--- config.mk ---
export PLATFORM = sky130hd
export DESIGN_NAME = pin_change_irq
export DESIGN_NICKNAME = d
export VERILOG_FILES = /design/src/rtl/pin_change_irq.sv
export SDC_FILE = /design/constraint.sdc
export NUM_CORES = 1
export LEC_CHECK = 0
export BUFFER_PORTS_ARGS = -buffer_cell sky130_fd_sc_hd__buf_2
export CAP_MARGIN = 20
export CELL_PAD_IN_SITES_DETAIL_PLACEMENT = 0
export CELL_PAD_IN_SITES_GLOBAL_PLACEMENT = 1
export CORE_AREA = 2 2 39 41
export DETAILED_ROUTE_END_ITERATION = 16
export DIE_AREA = 0 0 41 43
export PLACE_DENSITY = 0.66
export SETUP_SLACK_MARGIN = 0.4
export SYNTH_ARGS = -nofsm -noshare
export SYNTH_HDL_FRONTEND = slang
export SYNTH_SLANG_ARGS = --single-unit
export TNS_END_PERCENT = 1
--- constraint.sdc ---
create_clock -name clk -period 2.5 [get_ports clk]
set_clock_uncertainty 0.05 [all_clocks]
set_input_delay 0.25 -clock clk [delete_from_list [all_inputs] [get_ports clk]]
set_output_delay 0.25 -clock clk [all_outputs]
set_load 0.05 [all_outputs]
--- src/rtl/pin_change_irq.sv ---
module pin_change_irq #(
  parameter int WIDTH = 8
) (
  input  logic             clk,
  input  logic             rst_n,
  input  logic [WIDTH-1:0] pins_i,
  input  logic [WIDTH-1:0] dir_in_i,
  input  logic             rd_pulse_i,
  output logic             irq_pd_o
);

  logic [WIDTH-1:0] snap_q;
  logic             irq_q;
  logic [WIDTH-1:0] diff;

  assign diff     = (pins_i ^ snap_q) & dir_in_i;
  assign irq_pd_o = irq_q;

  always_ff @(posedge clk) begin
    if (!rst_n) begin
      snap_q <= pins_i;
      irq_q  <= 1'b0;
    end else if (rd_pulse_i) begin
      snap_q <= pins_i;
      irq_q  <= 1'b0;
    end else begin
      irq_q  <= |diff;
    end
  end

  AST_RESET_QUIET: assert property (@(posedge clk) disable iff (!rst_n)
    $past(!rst_n) |-> !irq_pd_o);
  AST_READ_CLEARS: assert property (@(posedge clk) disable iff (!rst_n)
    rd_pulse_i |=> !irq_pd_o);
  AST_OUTPUTS_IGNORED: assert property (@(posedge clk) disable iff (!rst_n)
    (dir_in_i == '0) |=> !irq_pd_o);
  AST_RISE_NEEDS_INPUT: assert property (@(posedge clk) disable iff (!rst_n)
    $rose(irq_pd_o) |-> $past(|dir_in_i));

endmodule

==> run metrics <==
status finished, final reports clean; DP HPWL approximately 550 um; Clock Pin Slew Worst Setup and Hold Paths around 60 ps; #FFs+latches synth 9; VDD IR-drop max around 240 uV; Tightest Pin Transition 422 ps; max_cap viols 0; Hold Crit Class primary input to flop; Yosys cell types 8; share of cells above drive strength 1 0.500; CTS H-tree lvls 1; IO buf count 19; CP Capture Point irq_pd_o; sequential standard cell area between 200 and 300 um2; Worst-Skew Late Latency about 260 ps; GRT overflow 0; synth warn 0; Final nets 66; initial drt markers 0; detailed-route DRC error count 0; relative slew slack 0.718; critical path class flop to flop; max-slew violation count 0; Wirelength per Cell between 10 and 15 um; Syn Area/Cell 16.6 um2; Seq/Total Area, Yosys 0.682; first-pass GRT wire length around 1100 um; Die X approximately 40 um; initial antenna violation count 0; Fill cells about 150; Sink Count 9; vias in the first global route about 290; Core ar. around 1400 um2; DR vias 270; IO Pins 20; CP arrival roughly 1300 ps; Root Driver clkbuf_4; CP required 2580 ps; crit path time final 1240 ps; largest net degree at the start of global routing 10; post_cts resized 0; Post-Route Setup TNS 0 ps; Tcrit/Tclk final 0.495; CP cell instances xor2_1, a22o_1, a221oi_2, a31oi_1; Largest stage delay, worst path 380 ps; worst reg2reg path endpoint irq_pd_o; Register-to-Register Path Depth 4; first drt pass iteration count 1; CP Capture Type flop; Post-Syn Area about 380 um2; Die H roughly 43 um; number of CTS-inserted buffers 3; FP Rows 14; Syn Inst Count 23; routability cong. between 0.6 and 0.7; Critical Path Slowest Stage Cell edfxtp_1; Power Density roughly 650 nW/um2; CP startpoint snap_q[6]; full die area between 1500 and 2000 um2; final setup vio count 0; CTS tree built; Bufs on Longest Clock Path 2; final non-filler cell total 62; Area growth, synth to finish 37.0%; fmax between 800 and 900 MHz; n_diodes 0; reg2reg start snap_q[6]; CP Max Fanout 1; Total GRT Usage 0.101; leakage dissipation roughly 0.23 nW; DR vias/cell roughly 4.4; multi-input logic area around 120 um2; postcts setup bufs 0; number of routed nets with antenna violations 0; Mapped Nets 42; effective utilization at floorplan 0.276; r2r setup slk 1260 ps; DRT Wirelength just under 700 um; crit start category flop; placed insts 58; RSZ-0062 raised after global routing false; Post-CTS Hold Fix Bufs 0; Hold Violations, Final 0
==> power by group <==
| part | leakage [nW] | internal, W | switching [W] |
|---|---|---|---|
| clock | 0.0150 | 0.0000614 | 0.0000493 |
| combinational | 0.127 | 0.0000248 | 0.0000229 |
| sequential | 0.0898 | 0.000179 | 0.00000519 |
| total | 0.231 | 0.000265 | 0.0000774 |
==> state kept, by name (all words and copies together), names as in the netlist <==
name      cells
irq_pd_o      1
snap_q        8
==> worst min path at each step <==
stage                endpoint      start  cells after the start  slack [ps]
finish              snap_q[2]  pins_i[2]                      1         140
CTS                 snap_q[0]  pins_i[0]                      1         130
floorplan           snap_q[0]  pins_i[0]                      0         300
detailed placement  snap_q[0]  pins_i[0]                      1         410
global route        snap_q[0]  pins_i[0]                      1         130
global placement    snap_q[2]  pins_i[2]                      1         400
==> cells in the mapped netlist <==
master | count | area (um2)
edfxtp_1 | 8 | 240
xor2_1 | 8 | 70.1
a22oi_1 | 2 | 15.0
a221oi_2 | 1 | 15.0
a22o_1 | 1 | 8.76
a31oi_1 | 1 | 6.26
dfxtp_1 | 1 | 20.0
nand2b_1 | 1 | 6.26
==> worst max-delay path: cells and delay by family (launching register included) <==
kind | cells | cell delay (ps)
flops | 1 | 380
compound gates | 3 | 520
xor+xnor | 1 | 170
==> cells in the final DEF (no fill, tap or decap), drive strengths merged <==
master / count
buf: 19
xor2: 8
edfxtp: 8
clkbuf: 4
a22oi: 2
nand2b: 1
a22o: 1
a221oi: 1
a31oi: 1
dfxtp: 1
==> layer usage <==
metal / GRT usage / routed length, um
met1: 0.101 / 261
met2: 0.150 / 361
met3: 0.0471 / 53
met4: 0.0800 / 0
met5: 0 / 0
==> stage by stage <==
stage	hold WS (ps)	utilization	instance area (um2)	setup WS [ps]	total power (W)
finish	141	0.378	523	1260	0.000342
global route	126	0.378	523	1180	0.000364
CTS	131	0.378	523	1240	0.000350
detailed placement	408	0.359	497	1250	0.000236
global placement	404	0.359	497	1260	0.000233
floorplan	299	-	382	1330	0.000213
==> cell type report <==
type	instances	area share
flip-flops and latches	9	0.498
multi-input cells	14	0.232
repair buffers	19	0.182
clock buffers	4	0.0502
well taps	16	0.0383
==> kinds of logic after synthesis <==
group / share of synthesized area
flops: 0.682
xor+xnor: 0.184
compound gates: 0.118
simple gates: 0.0164
Power figures use the tool's default switching activity.
